[config.mk]
export PLATFORM = sky130hd
export DESIGN_NAME = rdsel_slave
export DESIGN_NICKNAME = d
export VERILOG_FILES = /design/src/rtl/rdsel_pkg.sv /design/src/rtl/rdsel_decode.sv /design/src/rtl/rdsel_capture.sv /design/src/rtl/rdsel_regbank.sv /design/src/rtl/rdsel_mux.sv /design/src/rtl/rdsel_slave.sv
export SDC_FILE = /design/constraint.sdc
export NUM_CORES = 1
export LEC_CHECK = 0
export CORE_UTILIZATION = 51
export CTS_CLUSTER_DIAMETER = 120
export DETAILED_ROUTE_END_ITERATION = 8
export PLACE_DENSITY = 0.81
export SETUP_SLACK_MARGIN = 0.02
export SYNTH_ARGS = -nofsm -noshare
export SYNTH_HDL_FRONTEND = slang
export SYNTH_SLANG_ARGS = --single-unit
[constraint.sdc]
create_clock -name clk -period 3.81 [get_ports clk]
set_input_delay 0.5715 -clock clk [delete_from_list [all_inputs] [get_ports clk]]
set_output_delay 0.5715 -clock clk [all_outputs]
set_load 0.1 [all_outputs]
[src/rtl/rdsel_pkg.sv]
package rdsel_pkg;

  typedef enum logic [1:0] {
    SRC_NONE = 2'd0,
    SRC_REG  = 2'd1,
    SRC_STAT = 2'd2,
    SRC_MEM  = 2'd3
  } src_e;

  localparam logic [1:0] TR_IDLE  = 2'b00;
  localparam logic [1:0] TR_BUSY  = 2'b01;
  localparam logic [1:0] TR_FIRST = 2'b10;
  localparam logic [1:0] TR_NEXT  = 2'b11;

  // A transfer type that carries data (first or follow-on beat).
  function automatic logic carries_data(input logic [1:0] tr);
    return (tr == TR_FIRST) || (tr == TR_NEXT);
  endfunction

endpackage

[src/rtl/rdsel_decode.sv]
module rdsel_decode
  import rdsel_pkg::*;
#(
  parameter int WORD_W    = 6,
  parameter int NREG      = 8,
  parameter int STAT_WORD = 8,
  localparam int IDX_W    = $clog2(NREG),
  localparam int MEM_AW   = WORD_W - 1
) (
  input  logic [WORD_W-1:0] word_i,
  output src_e              src_o,
  output logic [IDX_W-1:0]  ridx_o,
  output logic [MEM_AW-1:0] moff_o
);

  // Upper half of the word range is memory, then registers, then status.
  function automatic src_e classify(input logic [WORD_W-1:0] w);
    if (w[WORD_W-1])                       return SRC_MEM;
    else if (w < WORD_W'(NREG))            return SRC_REG;
    else if (w == WORD_W'(STAT_WORD))      return SRC_STAT;
    else                                   return SRC_NONE;
  endfunction

  assign src_o  = classify(word_i);
  assign ridx_o = word_i[IDX_W-1:0];
  assign moff_o = word_i[MEM_AW-1:0];

endmodule

[src/rtl/rdsel_capture.sv]
module rdsel_capture #(
  parameter int WORD_W = 6
) (
  input  logic              clk,
  input  logic              rst_n,
  input  logic              ready_i,
  input  logic              acc_rd_i,
  input  logic              acc_wr_i,
  input  logic [WORD_W-1:0] word_i,
  output logic              dp_rd_o,
  output logic              dp_wr_o,
  output logic [WORD_W-1:0] dp_word_o
);

  // Address-phase state becomes data-phase state; held while ready is low.
  always_ff @(posedge clk or negedge rst_n) begin
    if (!rst_n) begin
      dp_rd_o   <= 1'b0;
      dp_wr_o   <= 1'b0;
      dp_word_o <= '0;
    end else if (ready_i) begin
      dp_rd_o <= acc_rd_i;
      dp_wr_o <= acc_wr_i;
      if (acc_rd_i || acc_wr_i) dp_word_o <= word_i;
    end
  end

endmodule

[src/rtl/rdsel_regbank.sv]
module rdsel_regbank #(
  parameter int NREG    = 8,
  parameter int DATA_W  = 32,
  localparam int IDX_W  = $clog2(NREG)
) (
  input  logic              clk,
  input  logic              rst_n,
  input  logic              we_i,
  input  logic [IDX_W-1:0]  widx_i,
  input  logic [DATA_W-1:0] wdata_i,
  input  logic [IDX_W-1:0]  ridx_i,
  output logic [DATA_W-1:0] rdata_o
);

  logic [DATA_W-1:0] bank_q [NREG];

  for (genvar g = 0; g < NREG; g++) begin : g_reg
    always_ff @(posedge clk or negedge rst_n) begin
      if (!rst_n)                                bank_q[g] <= '0;
      else if (we_i && (widx_i == IDX_W'(g)))    bank_q[g] <= wdata_i;
    end
  end

  assign rdata_o = bank_q[ridx_i];

endmodule

[src/rtl/rdsel_mux.sv]
module rdsel_mux
  import rdsel_pkg::*;
#(
  parameter int DATA_W = 32
) (
  input  logic              dp_rd_i,
  input  src_e              src_i,
  input  logic [DATA_W-1:0] reg_data_i,
  input  logic [DATA_W-1:0] status_i,
  input  logic [DATA_W-1:0] mem_data_i,
  output logic [DATA_W-1:0] rdata_o
);

  always_comb begin
    rdata_o = '0;
    if (dp_rd_i) begin
      case (src_i)
        SRC_REG:  rdata_o = reg_data_i;
        SRC_STAT: rdata_o = status_i;
        SRC_MEM:  rdata_o = mem_data_i;
        default:  rdata_o = '0;
      endcase
    end
  end

endmodule

[src/rtl/rdsel_slave.sv]
module rdsel_slave
  import rdsel_pkg::*;
#(
  parameter int ADDR_W    = 8,
  parameter int DATA_W    = 32,
  parameter int NREG      = 8,
  parameter int STAT_WORD = 8,
  localparam int WORD_W   = ADDR_W - 2,
  localparam int MEM_AW   = WORD_W - 1,
  localparam int IDX_W    = $clog2(NREG)
) (
  input  logic              clk,
  input  logic              rst_n,
  input  logic              sel_i,
  input  logic [ADDR_W-1:0] addr_i,
  input  logic [1:0]        trans_i,
  input  logic              write_i,
  input  logic              ready_i,
  input  logic [DATA_W-1:0] wdata_i,
  input  logic [DATA_W-1:0] status_i,
  input  logic [DATA_W-1:0] mem_rdata_i,
  output logic [DATA_W-1:0] rdata_o,
  output logic              readyout_o,
  output logic              mem_en_o,
  output logic [MEM_AW-1:0] mem_addr_o
);

  // Named internal events
  logic              acc_xfer;
  logic              acc_rd;
  logic              acc_wr;
  logic [WORD_W-1:0] live_word;
  src_e              live_src;
  logic [IDX_W-1:0]  live_ridx_unused;
  logic [MEM_AW-1:0] live_moff;
  logic              dp_rd;
  logic              dp_wr;
  logic [WORD_W-1:0] dp_word;
  src_e              dp_src;
  logic [IDX_W-1:0]  dp_ridx;
  logic [MEM_AW-1:0] dp_moff_unused;
  logic              reg_we;
  logic [DATA_W-1:0] reg_rdata;
  logic              addr_lsb_unused;

  assign live_word       = addr_i[ADDR_W-1:2];
  assign addr_lsb_unused = ^addr_i[1:0];

  assign acc_xfer = sel_i && ready_i && carries_data(trans_i);
  assign acc_rd   = acc_xfer && !write_i;
  assign acc_wr   = acc_xfer && write_i;

  rdsel_decode #(.WORD_W(WORD_W), .NREG(NREG), .STAT_WORD(STAT_WORD)) u_dec_live (
    .word_i (live_word),
    .src_o  (live_src),
    .ridx_o (live_ridx_unused),
    .moff_o (live_moff)
  );

  rdsel_capture #(.WORD_W(WORD_W)) u_cap (
    .clk       (clk),
    .rst_n     (rst_n),
    .ready_i   (ready_i),
    .acc_rd_i  (acc_rd),
    .acc_wr_i  (acc_wr),
    .word_i    (live_word),
    .dp_rd_o   (dp_rd),
    .dp_wr_o   (dp_wr),
    .dp_word_o (dp_word)
  );

  rdsel_decode #(.WORD_W(WORD_W), .NREG(NREG), .STAT_WORD(STAT_WORD)) u_dec_dp (
    .word_i (dp_word),
    .src_o  (dp_src),
    .ridx_o (dp_ridx),
    .moff_o (dp_moff_unused)
  );

  // Writes commit when their data phase completes.
  assign reg_we = dp_wr && ready_i && (dp_src == SRC_REG);

  rdsel_regbank #(.NREG(NREG), .DATA_W(DATA_W)) u_bank (
    .clk     (clk),
    .rst_n   (rst_n),
    .we_i    (reg_we),
    .widx_i  (dp_ridx),
    .wdata_i (wdata_i),
    .ridx_i  (dp_ridx),
    .rdata_o (reg_rdata)
  );

  rdsel_mux #(.DATA_W(DATA_W)) u_mux (
    .dp_rd_i    (dp_rd),
    .src_i      (dp_src),
    .reg_data_i (reg_rdata),
    .status_i   (status_i),
    .mem_data_i (mem_rdata_i),
    .rdata_o    (rdata_o)
  );

  // Memory read launched in the address phase so data lands in the data phase.
  assign mem_en_o   = acc_rd && (live_src == SRC_MEM);
  assign mem_addr_o = live_moff;
  assign readyout_o = 1'b1;

endmodule

==> impl_results.md <==
* Clock root buffer: clkbuf_16
* Xor and xnor area share after synthesis at 0%
* Clk_lat worst skew at 0.54 ns
* Synth warn at 0
* Flop2flop setup slack at 0.84 ns
* Worst path slowest cell: nor2_4
* Multi-input gate area at ~0.0054 mm^2
* GRT Overall Usage at 24.34%
* Initial Util at 52.44%
* Site Rows at 56
* # port buffers at 145
* Period Utilization, post-route at between 90 and 100%
* DRC Markers at 0
* Max Freq at 0.2699 GHz
* Simple-gate portion of the synthesized area at about 2.6%
* Cell chain of the critical path: nor2_4 -> a32o_1 -> a221o_1 -> buf_12
* Multiplexer share of the synthesized area at 35.47%
* Layout cell share with drive strength beyond 1 at 40.70%
* # IOs at 150
* Worst vdd rail ir drop at 0.3389 mV
* Worst Reg-to-Reg Cells at 4
* Vias in the first global route at approximately 8.3k
* Critical path launch point type: flop
* Core area at 0.02361 mm^2
* Layout Nets at roughly 1k
* Final Hold Viols at 0
* RSZ-0062 raised after global routing: no
* CTS tree: yes
* Final worst path period need at 3.706 ns
* Die Y at ~160 um
* Clock buffer depth at 3
* Post-Route WL at 28940 um
* H-tree Lvls at 1
* Slew margin rel. at ~27%
* Area of the die at 0.02491 mm^2
* Worst path top cell family by delay: simple AND/OR/NAND/NOR gates
* Final WS setup at 0.1043 ns
* Post-synth EDFFs at 0
* Sink Count at 264
* Setup TNS at 0 ns
* Power Dens Cells at 464.5 mW/mm^2
* Post-DP HPWL at 18210 um
* Grt total ovfl at 0
* Max-cap violation count at 0
* Status: completed
* Adder-Cell Fraction of Synth Area at 0%
* Kind of critical path: reg -> out
* Skew final at 0.01390 ns
* Leak pwr at 7.388 nW
* Synthesized flop and latch total at approximately 260
* WP buf/inv at 1
* Avg WL per Cell at ~23 um
* Yosys cell types at 24
* Crit path arrival time at 3.13 ns
* Initial antenna violation count at 0
* Syn_nets at slightly below 900
* Chip width at between 150 and 200 um
* Layout filler cell count at about 1.6k
* Register area at 0.006611 mm^2
* Vias at 7657
* Setup crit end kind: output port
* Worst R2R Start: u_cap.dp_word_o[0]
* TritonCTS Buffers at 28
* Synth-to-Final Area Change at 24.73%
* Setup repair bufs after CTS at 0
* Worst R2R End: u_bank.bank_q[108]
* Slowest cell delay on critical path at between 0.9 and 1 ns
* Compound-gate portion of the synthesized area at 5.275%
* Largest net degree at the start of global routing at 97
* Clock-pin slew on the worst setup and hold paths at 0.06 ns
* Top FF cell, synth: dfrtp_1
* Asr flop ratio synth at 100.0%
* DRT iter0 DRCs at 439
* RD Place Congestion at 0.7007
* Max-slew violations at 0
* First-pass GRT wire length at 45960 um
* Worst-path maximum fanout at 34
* Seq/Total Area, Yosys at a little over half
* Worst min path class: in -> async
* Post-CTS resize count at 0
* Detail Route Antenna Nets at 0
* Worst-margin pin slew at about 1.1 ns
* Combinational family with the most area after synthesis: multiplexers
* Pre-antenna DRT Iters at 4
* Diodes inserted at 0
* DP Worst Slack at approximately 0.66 ns
* Cell area after synthesis at 0.01238 mm^2
* Synth Instances at approximately 780
* Avg Inst Size Synth at 15.79 um^2
* Final Setup Violations at 0
* Crit path required time at 3.24 ns
* Drt via density at 6.077
* Total power at 0.007173 W
worst register-to-register path: cells and delay by family (launching register included):
kind | cells | cell delay (ns)
buffers and inverters | 1 | 0.40
DFF | 1 | 0.73
muxes | 1 | 0.32
and+or+nand+nor | 2 | 1.40
per-stage QoR:
| step | std cells | instance area (um^2) | hold WS [ns] | utilization, % |
|---|---|---|---|---|
| global route | 1260 | 15440 | 0.1240 | 65.40 |
| CTS | 1260 | 15440 | 0.08355 | 65.40 |
| global placement | 1208 | 14520 | 0.4622 | 61.47 |
| floorplan | 784 | 12380 | 0.2759 | - |
| detailed placement | 1208 | 14520 | 0.4697 | 61.47 |
| finish | 1260 | 15440 | 0.03852 | 65.40 |
sequential cells by signal (all words and copies together), names as in the netlist:
register and flops:
u_cap.dp_word_o 6, u_bank.bank_q 256, u_cap.dp_wr_o 1, u_cap.dp_rd_o 1
how the worst max path moves through the flow:
| stage | slack [ns] | cells after the start | from | to |
|---|---|---|---|---|
| floorplan | 0.15 | 2 | trans_i[1] | mem_en_o |
| global placement | 0.68 | 4 | u_cap.dp_word_o[0] | rdata_o[31] |
| detailed placement | 0.66 | 4 | u_cap.dp_word_o[0] | rdata_o[31] |
| CTS | 0.09 | 4 | u_cap.dp_word_o[0] | rdata_o[31] |
| global route | 0.02 | 4 | u_cap.dp_word_o[0] | rdata_o[31] |
| finish | 0.10 | 4 | u_cap.dp_word_o[0] | rdata_o[31] |
routing by layer:
metal	GRT usage, %	up-vias	share of wire (%)
met4	7.305	0	2.1
met5	0	-	0
li1	-	3334	-
met1	32.37	4046	42
met2	41.41	232	50
met3	3.668	45	6.6
cell type report:
cell class                 count  share of cell area [%]
inverter                       3                 0.07292
tap                          319                   2.584
multi-input combinational    444                   35.19
timing repair buffer         178                   13.34
sequential                   264                   42.81
clock inverter                16                  0.9479
clock buffer                  36                   5.064
cell usage after synthesis, drive strengths merged (3+ instances only):
cell	count	area, um^2
a221o	32	320.3
a32o	32	320.3
and3	32	200.2
buf	50	301.5
clkbuf	23	86.33
dfrtp	264	6606
inv	3	11.26
mux2	262	2950
mux4	64	1441
nand3	7	35.03
nor2b	3	18.77
cell usage in the layout (no fill, tap or decap):
cell and n:
dfrtp_1 262, mux2_2 186, clkdlybuf4s50_1 106, mux2_1 76, mux4_2 64, buf_12 36
buf_4 35, a32o_1 32, and3_1 32, a221o_1 32, clkbuf_16 29, clkinv_2 9
nand3_2 6, clkbuf_1 4, nor2b_1 3, inv_1 3, clkbuf_8 3, and4_1 2
o22ai_1 2, bufinv_16 2, clkinvlp_4 2, clkinv_4 2, nor2_4 1, nor4b_4 1
nor3b_2 1, and2_1 1, nor2_2 1, nand3_1 1, nor3b_1 1, nor4bb_2 1
conb_1 1, inv_6 1, buf_8 1, dfrtp_4 1, dfrtp_2 1
cells by family after synthesis:
logic type	after synthesis
multiplexers	326
AND/OR/NAND/NOR	51
other	1
AO/OA/AOI/OAI	66
flip-flops	264
buffers and inverters	76
repair_timing:
action	4_1_cts	5_1_grt
hold buffers	0	0
endpoints found under the setup margin	0	1
endpoints found under the hold margin	0	0
where the power goes:
part	internal [W]	switching, W	total (W)
combinational	0.000637	0.000569	0.00121
clock	0.00159	0.00110	0.00269
sequential	0.00308	0.000197	0.00327
Power figures use the tool's default switching activity.
